$ cat src/rtl/rms_agc.sv
module rms_agc #(
  parameter int DW = 16,
  parameter int NW = 3,
  parameter int SW = 3,
  localparam int LW = $clog2(2*DW) + 4,
  localparam int GW = 9
) (
  input  logic                 clk,
  input  logic                 rst_n,
  input  logic                 in_valid,
  input  logic signed [DW-1:0] in_i,
  input  logic signed [DW-1:0] in_q,
  input  logic [NW-1:0]        cfg_win,
  input  logic [LW-1:0]        cfg_ref,
  input  logic [SW-1:0]        cfg_shift,
  input  logic [1:0]           cfg_width,
  input  logic                 hold,
  output logic                 out_valid,
  output logic signed [DW-1:0] out_i,
  output logic signed [DW-1:0] out_q,
  output logic [GW-1:0]        gain_log
);
  localparam int PW   = 2*DW;
  localparam int CW   = (1 << NW) - 1;
  localparam int ACW  = PW + CW;
  localparam int PB   = $clog2(PW);
  localparam int EW   = LW + 3;
  localparam int GMID = 128;
  localparam int GMAX = 256;
  localparam int MB   = 14;
  localparam int PRW  = DW + 20;

  function automatic logic [15:0] mant_of(input logic [3:0] f);
    case (f)
      4'd0:  return 16'd16384;
      4'd1:  return 16'd17109;
      4'd2:  return 16'd17867;
      4'd3:  return 16'd18658;
      4'd4:  return 16'd19484;
      4'd5:  return 16'd20347;
      4'd6:  return 16'd21247;
      4'd7:  return 16'd22188;
      4'd8:  return 16'd23170;
      4'd9:  return 16'd24196;
      4'd10: return 16'd25268;
      4'd11: return 16'd26386;
      4'd12: return 16'd27554;
      4'd13: return 16'd28774;
      4'd14: return 16'd30048;
      default: return 16'd31379;
    endcase
  endfunction

  function automatic logic signed [DW-1:0] scale(input logic signed [DW-1:0] x,
                                                 input logic [15:0] m,
                                                 input logic [5:0] s,
                                                 input logic signed [PRW-1:0] l);
    logic signed [PRW-1:0] p, r;
    p = PRW'(x) * $signed(PRW'(m));
    r = (p + (PRW'(1) <<< (s - 1))) >>> s;
    if (r > l) r = l;
    else if (r < -l) r = -l;
    return DW'(r);
  endfunction

  logic [ACW-1:0] acc, psum;
  logic [CW-1:0]  cnt, win_max;
  logic           upd, win_last;
  logic signed [PW-1:0] sq_i, sq_q;
  logic [PW-1:0]  pw, mean, norm;
  logic [PB-1:0]  msb;
  logic [LW-1:0]  lg;
  logic signed [EW-1:0] err, step;
  logic signed [EW:0]   gn;
  logic [GW-1:0]  g_next;
  logic [15:0]    mant;
  logic [5:0]     sh;
  logic signed [PRW-1:0] lim;

  assign win_max  = CW'((64'd1 << cfg_win) - 64'd1);
  assign win_last = cnt >= win_max;
  assign sq_i     = PW'(in_i) * PW'(in_i);
  assign sq_q     = PW'(in_q) * PW'(in_q);
  assign pw       = $unsigned(sq_i) + $unsigned(sq_q);
  assign mean     = PW'(psum >> cfg_win);

  always_comb begin
    msb = '0;
    for (int k = 0; k < PW; k++)
      if (mean[k]) msb = PB'(k);
    norm = mean << (PW - 1 - int'(msb));
    lg   = (mean == '0) ? '0 : {msb, norm[PW-2 -: 4]};
  end

  assign err    = $signed(EW'(lg) + (EW'(gain_log) << 1) - EW'(2*GMID) - EW'(cfg_ref));
  assign step   = err >>> ((SW+1)'(cfg_shift) + 1'b1);
  assign gn     = $signed((EW+1)'(gain_log)) - (EW+1)'(step);
  assign g_next = (gn < 0) ? '0 : (gn > GMAX) ? GW'(GMAX) : gn[GW-1:0];

  assign mant = mant_of(gain_log[3:0]);
  assign sh   = 6'(MB + GMID/16 + 4*int'(cfg_width) - int'(gain_log[GW-1:4]));
  assign lim  = (PRW'(1) <<< (DW - 1 - 4*int'(cfg_width))) - 1;

  always_ff @(posedge clk or negedge rst_n) begin
    if (!rst_n) begin
      acc       <= '0;
      psum      <= '0;
      cnt       <= '0;
      upd       <= 1'b0;
      gain_log  <= GW'(GMID);
      out_valid <= 1'b0;
      out_i     <= '0;
      out_q     <= '0;
    end else begin
      upd       <= in_valid && win_last;
      out_valid <= in_valid;
      if (in_valid) begin
        if (win_last) begin
          psum <= acc + ACW'(pw);
          acc  <= '0;
          cnt  <= '0;
        end else begin
          acc  <= acc + ACW'(pw);
          cnt  <= cnt + 1'b1;
        end
        out_i <= scale(in_i, mant, sh, lim);
        out_q <= scale(in_q, mant, sh, lim);
      end
      if (upd && !hold) gain_log <= g_next;
    end
  end
endmodule


$ cat config.mk
export PLATFORM = sky130hd
export DESIGN_NAME = rms_agc
export DESIGN_NICKNAME = d
export VERILOG_FILES = /design/src/rtl/rms_agc.sv
export SDC_FILE = /design/constraint.sdc
export NUM_CORES = 2
export LEC_CHECK = 0
export BUFFER_PORTS_ARGS = -buffer_cell sky130_fd_sc_hd__buf_2
export CAP_MARGIN = 20
export CORE_MARGIN = 4
export CORE_UTILIZATION = 65
export DETAILED_ROUTE_END_ITERATION = 8
export PLACE_DENSITY = 0.85
export SYNTH_ARGS = -nofsm -noshare
export SYNTH_HDL_FRONTEND = slang
export SYNTH_SLANG_ARGS = --single-unit
$ cat constraint.sdc
create_clock -name clk -period 16.1 [get_ports clk]
set_input_delay 4.83 -clock clk [delete_from_list [all_inputs] [get_ports clk]]
set_output_delay 4.83 -clock clk [all_outputs]
set_load 0.005 [all_outputs]
* Word-level counts from Yosys, hierarchy flattened
Memories as Yosys holds them, arrays and structs flattened.
Cells that the tools add are included.
** Word-level totals
- Memories kept :: 1
- Bits in read-only memories :: 224
- RAM bits :: 0
- Output and inout bits :: 42
- Bits of input ports :: 53
- Latch bits :: 0
- Register bits :: 128
** Cells by class
- Shifts and indexed selects :: 8
- Reductions and logical operators :: 5
- Equality and inequality tests :: 0
- Bitwise logic cells :: 0
- Div/mod/pow operators :: 0
- $add $sub $neg :: 18
- Mux-type cells :: 40
- $mul :: 4
- $lt $le $gt $ge :: 7
** Memories
- (no name shown) :: depth 16, width 14, read ports 1, clocked after Yosys merged registers in 0, write ports 0, line 34 : case (f)
** Operators with widths (count)
- $mux 5 :: 28
- $add 33x36->36 :: 2
- $gt 36x36->1 :: 2
- $lt 36x36->1 :: 2
- $sshl 2x32->36 const A :: 2
- $sshr 36x6->36 :: 2
- $mul 16x17->33 :: 2
- $mul 16x16->32 :: 2
- $mux 16 :: 4
- $add 39x32->39 :: 1
- $mux 39 :: 1
- $shr 39x3->32 :: 1
- $neg 36->36 :: 1
- $sub 36x2->36 const B :: 1
- $add 32x32->32 :: 1
- $logic_not 32->1 :: 1
- $shl 32x32->31 :: 1
- $mux 9 :: 3
- $gt 13x10->1 const B :: 1
- $lt 13x1->1 const B :: 1
- $sub 10x12->13 :: 1
- $sshr 12x4->12 :: 1
- $sub 11x9->12 const B :: 1
- $sub 12x9->12 :: 1
- other kinds (17) :: 19

* Logic depth before layout (Yosys ltp)
- Word-level depth :: 43
- Depth in mapped cells :: 60
- Depth with buffers taken out :: 51

* Worst setup path after synthesis
No wires, ideal clock.
- Kind :: input -> register
- Start :: in cfg_width[0]
- End :: reg out_i[3]
- Arrival time :: 16629 ps
- Stages :: 47
- Setup time :: 140 ps
- Path buffers :: 6
- Slack :: -669 ps
- Path through :: inv_1 ha_1 inv_1 fa_1 xnor2_1 clkbuf_1 clkbuf_1 clkbuf_1 buf_1 clkbuf_1 nor3_1 o21ai_0 o21ai_0 nand2_1 nor2_1 ha_1 fa_1 fa_1 [11 not listed] o21ai_1 o311a_1 a311oi_1 o31ai_1 a221oi_1 ha_1 nand2b_1 or4_1 nor4_1 a211oi_1 nand3_1 a21oi_1 o31ai_2 o41ai_4 xnor2_1 buf_4 mux2i_1 o221ai_1
** On the way
- Longest elaborated chain between the ends :: 9
- Elaborated cells between the ends (all ways) :: 14
- Those cells by class :: add/sub (7); order compare (2); shift (3); mux (2)
** Ends and longest elaborated chain
- from (decl) :: line 16 : input logic [1:0] cfg_width,
- $add 5x4->6 :: line 101 : assign sh = 6'(MB + GMID/16 + 4*int'(cfg_width) - int'(gain_log[GW-1:4]));
- $sub 6x5->6 :: line 101
- $sub 6x1->7 :: line 60 : r = (p + (PRW'(1) <<< (s - 1))) >>> s;
- $sshl 2x32->36 :: line 60
- $add 33x36->36 :: line 60
- $sshr 36x6->36 :: line 60
- $lt 36x36->1 :: line 62 : else if (r < -l) r = -l;
- $mux 16 :: line 62
- $mux 16 (*) :: line 61 : if (r > l) r = l;
- to (signal assigned) :: line 126 : out_i <= scale(in_i, mant, sh, lim);
- to (decl) :: line 19 : output logic signed [DW-1:0] out_i,
Mark *: on every way between the ends. The rest lies on a longest branch, timed or not.
A chain may end at the register's enable or synchronous reset.

* Worst setup path in the final report
- Start :: in cfg_width[0]
- End :: reg out_q[8]
** On the way
- Longest elaborated chain between the ends :: 9
- Elaborated cells between the ends (all ways) :: 14
- Those cells by class :: add/sub (7); order compare (2); shift (3); mux (2)
** Ends and longest elaborated chain
- $add 5x4->6 :: line 101
- $sub 6x5->6 :: line 101
- $sub 6x1->7 :: line 60
- $sshl 2x32->36 :: line 60
- $add 33x36->36 :: line 60
- $sshr 36x6->36 :: line 60
- $lt 36x36->1 :: line 62
- $mux 16 :: line 62
- $mux 16 (*) :: line 61
- to (signal assigned) :: line 127 : out_q <= scale(in_q, mant, sh, lim);
- to (decl) :: line 20 : output logic signed [DW-1:0] out_q,
Marked as above.

==> results.toml <==
[synthesis]
synthSimpleGateAreaFrac_pct = 14.4
synthFlopType = "dfrtp_1"
synthArstFlopShare_pct = 100
synth_seq_cells = 128
synth_most_common_cell = "inv_1"
yosys.area.top_type = "fa_1"
syn_inst = 6505
syn_area_mm2 = 0.0563
synth_area_leaders = "fa_1, ha_1, inv_1, dfrtp_1, nand2_1"
synth_top_family_by_area = "adder cells"
synth_xor_area_share_pct = 2.81
synthMuxAreaShare_pct = 6.05
synth-compound-area-share_pct = 12.7
synth-edff-count = 0
yosysWarningCount = 0
synthAdderAreaFrac_pct = 47.7
synthTopCellsByCount = "inv_1, fa_1, ha_1"
synth.distinct_cells = 108
netlist.area_leader.share_pct = 34.1
avgSynthCellArea_um2 = 8.66
synth-seq-area-share_pct = 5.69

[clock_network]
cts_tree = "built"
cts_sinks = 128
clk_pin_slew_ns = 0.05
clk_latency_ns = 0.45
htreeDepth = 4
cts_buffers = 17
ctsHoldBuffers = 0
cts_root_buf = "clkbuf_16"
clk_path_buf_depth = 2

[floorplan]
start_util_pct = 65.8
fp-row-count = 107
fp.dieW_um = 302
pin_count = 95
die_h_um = 302
coreArea_mm2 = 0.0855
die-area_mm2 = 0.0914

[drt]
dr.pass1.iters = 6
avgRoutedWirePerCell_um = 21.4
ant_nets = 0
drt-initial-drc-count = 4777
vias_per_cell = 6.14
drc = 0
vias = 48400
wl_mm = 169

[cells_and_area]
syn2layout_area_growth_pct = 8.33
fill_cells = 6247
final_cells = 7891
nNetsFinal = 8354
regArea_mm2 = 0.00321
design_area_mm2 = 0.0610
multiInputGateArea_mm2 = 0.0476
drive_above_1_share_pct = 10.9

[critical_path]
crit_family = "compound AO/OA/AOI/OAI gates"
crit_type = "input pin to flip-flop"
critPathMostFrequentCell = "ha_1"
reg2reg_slack_ns = 3.48
critPathBufInv = 8
required_ns = 16.41
crit_fanout = 6
cp_slowest_cell = "or4_4"
critPathLaunch = "cfg_width[0]"
arrival_ns = 15.94
start_kind = "input pin"
cp-end-kind = "flip-flop"
cpPeakStageDelay_ns = 0.60
reg2reg_from = "gain_log[4]"

[placed_design]
place.gp.congestion = 1.00
place_inst = 7848
port_buffers = 94
dp_slack_ns = -0.106
dp_hpwl_mm = 137
placed_cell_area_mm2 = 0.0602

[grt]
antenna_found_initial = 7
grt_usage_pct = 37.8
gr-total-overflow = 0
grt_pass1_vias = 51700
grt_first_pass_wirelength_mm = 272
grt_max_degree = 77

[timing]
worst_slack_ns = 0.468
min_period_over_period_pct = 97.1
maxSlewViolCount = 0
timing_hold_violations_final = 0
slew_headroom_pct = 15.2
timing.fmax_ghz = 0.0640
finClkSkew_ns = 0.0239
period_minus_slack_ns = 15.63
timing.hold.ws_ns = 0.472
tightest_slew_ns = 1.27
setup_viol = 0

[outcome]
status = "finished clean"

[worst_hold_path]
min_from = "out_q[1]"
hp-class = "flip-flop to flip-flop"

[flow_run]
drv_cap = 0
==> cells by family after synthesis <==
logic type | after synthesis
compound gates | 1058
fa+ha+maj | 1572
buf+inv | 1585
other cells | 2
mux | 262
simple gates | 1721
xor+xnor | 177
flops | 128
==> layout make-up <==
cell class	count	area share, %
Multi-Input combinational cell	4823	77.9
Inverter	1274	7.84
Timing Repair Buffer	485	5.66
Sequential cell	128	5.26
Tap cell	1144	2.35
Clock buffer	18	0.703
Clock inverter	14	0.242
Antenna cell	5	0.0205
==> layout by cell type (no fill, tap or decap), types with 20 or more instances in the layout <==
cell       count
o21a_1        30
nand2_1      592
mux2i_1      154
nor4_1        20
or2_2         24
o221ai_1      21
dfrtp_1      125
buf_4        389
ha_1         611
buf_2         93
nand4_1       36
mux2_2        47
o21bai_1      39
conb_1        33
o2bb2ai_1     33
a21o_1        87
nand2b_1      45
xnor2_1      113
o21ai_0      208
nor2_1       411
inv_1       1257
fa_1         959
xor2_1        54
and2_1       303
o211ai_1      46
a211oi_1      50
nor2b_1       34
a31oi_1       34
mux4_2        57
and3_1        29
nor3_1        86
a21oi_1      250
or3_1         24
nand3_1       71
==> worst reg2reg max path, delay by kind of cell, from the launching register on <==
kind	cells	cell delay (ns)
adder cells (fa/ha/maj)	8	3.29
AND/OR/NAND/NOR	13	3.50
buffers and inverters	8	1.14
AO/OA/AOI/OAI	16	3.37
multiplexers	1	0.18
XOR/XNOR	1	0.18
flip-flops	1	0.84
==> worst paths after layout <==
kind	end	cells after the start
worst max-delay path	out_q[8]	49
worst min-delay path	out_q[1]	1
worst max register to register	out_q[8]	47
worst min register to register	out_q[1]	1
max in group asynchronous	gain_log[3]	2
min in group asynchronous	out_valid	1
==> timing repair <==
action / in CTS / in global routing
resized for setup: 0 / 28
buffers inserted: 0 / 4
endpoints found under the setup margin: 0 / 31
==> stage by stage <==
stage	utilization, %	setup TNS (ns)
floorplan	-	0
CTS	71.1	0
detailed placement	70.4	-0.482
finish	71.3	0
global route	71.3	-0.00147
global placement	70.4	0
==> routing by layer <==
layer | wire (um) | share of wire (%) | up-vias | GRT usage (%)
met3 | 17900 | 11 | 668 | 10.0
met2 | 78200 | 46 | 2479 | 61.5
li1 | - | - | 21400 | -
met4 | 9780 | 5.8 | 4 | 17.4
met5 | 27 | 0.016 | - | 0
met1 | 62800 | 37 | 23800 | 47.6
==> state kept, by name (all words and copies together) (netlist names) <==
signal / count
acc: 39
psum: 39
out_i: 16
out_q: 16
gain_log: 9
cnt: 7
out_valid: 1
upd: 1
Power is left out: the tool's default activity adds up to more than one toggle a clock period on the data nets, which glitch-free logic cannot reach.
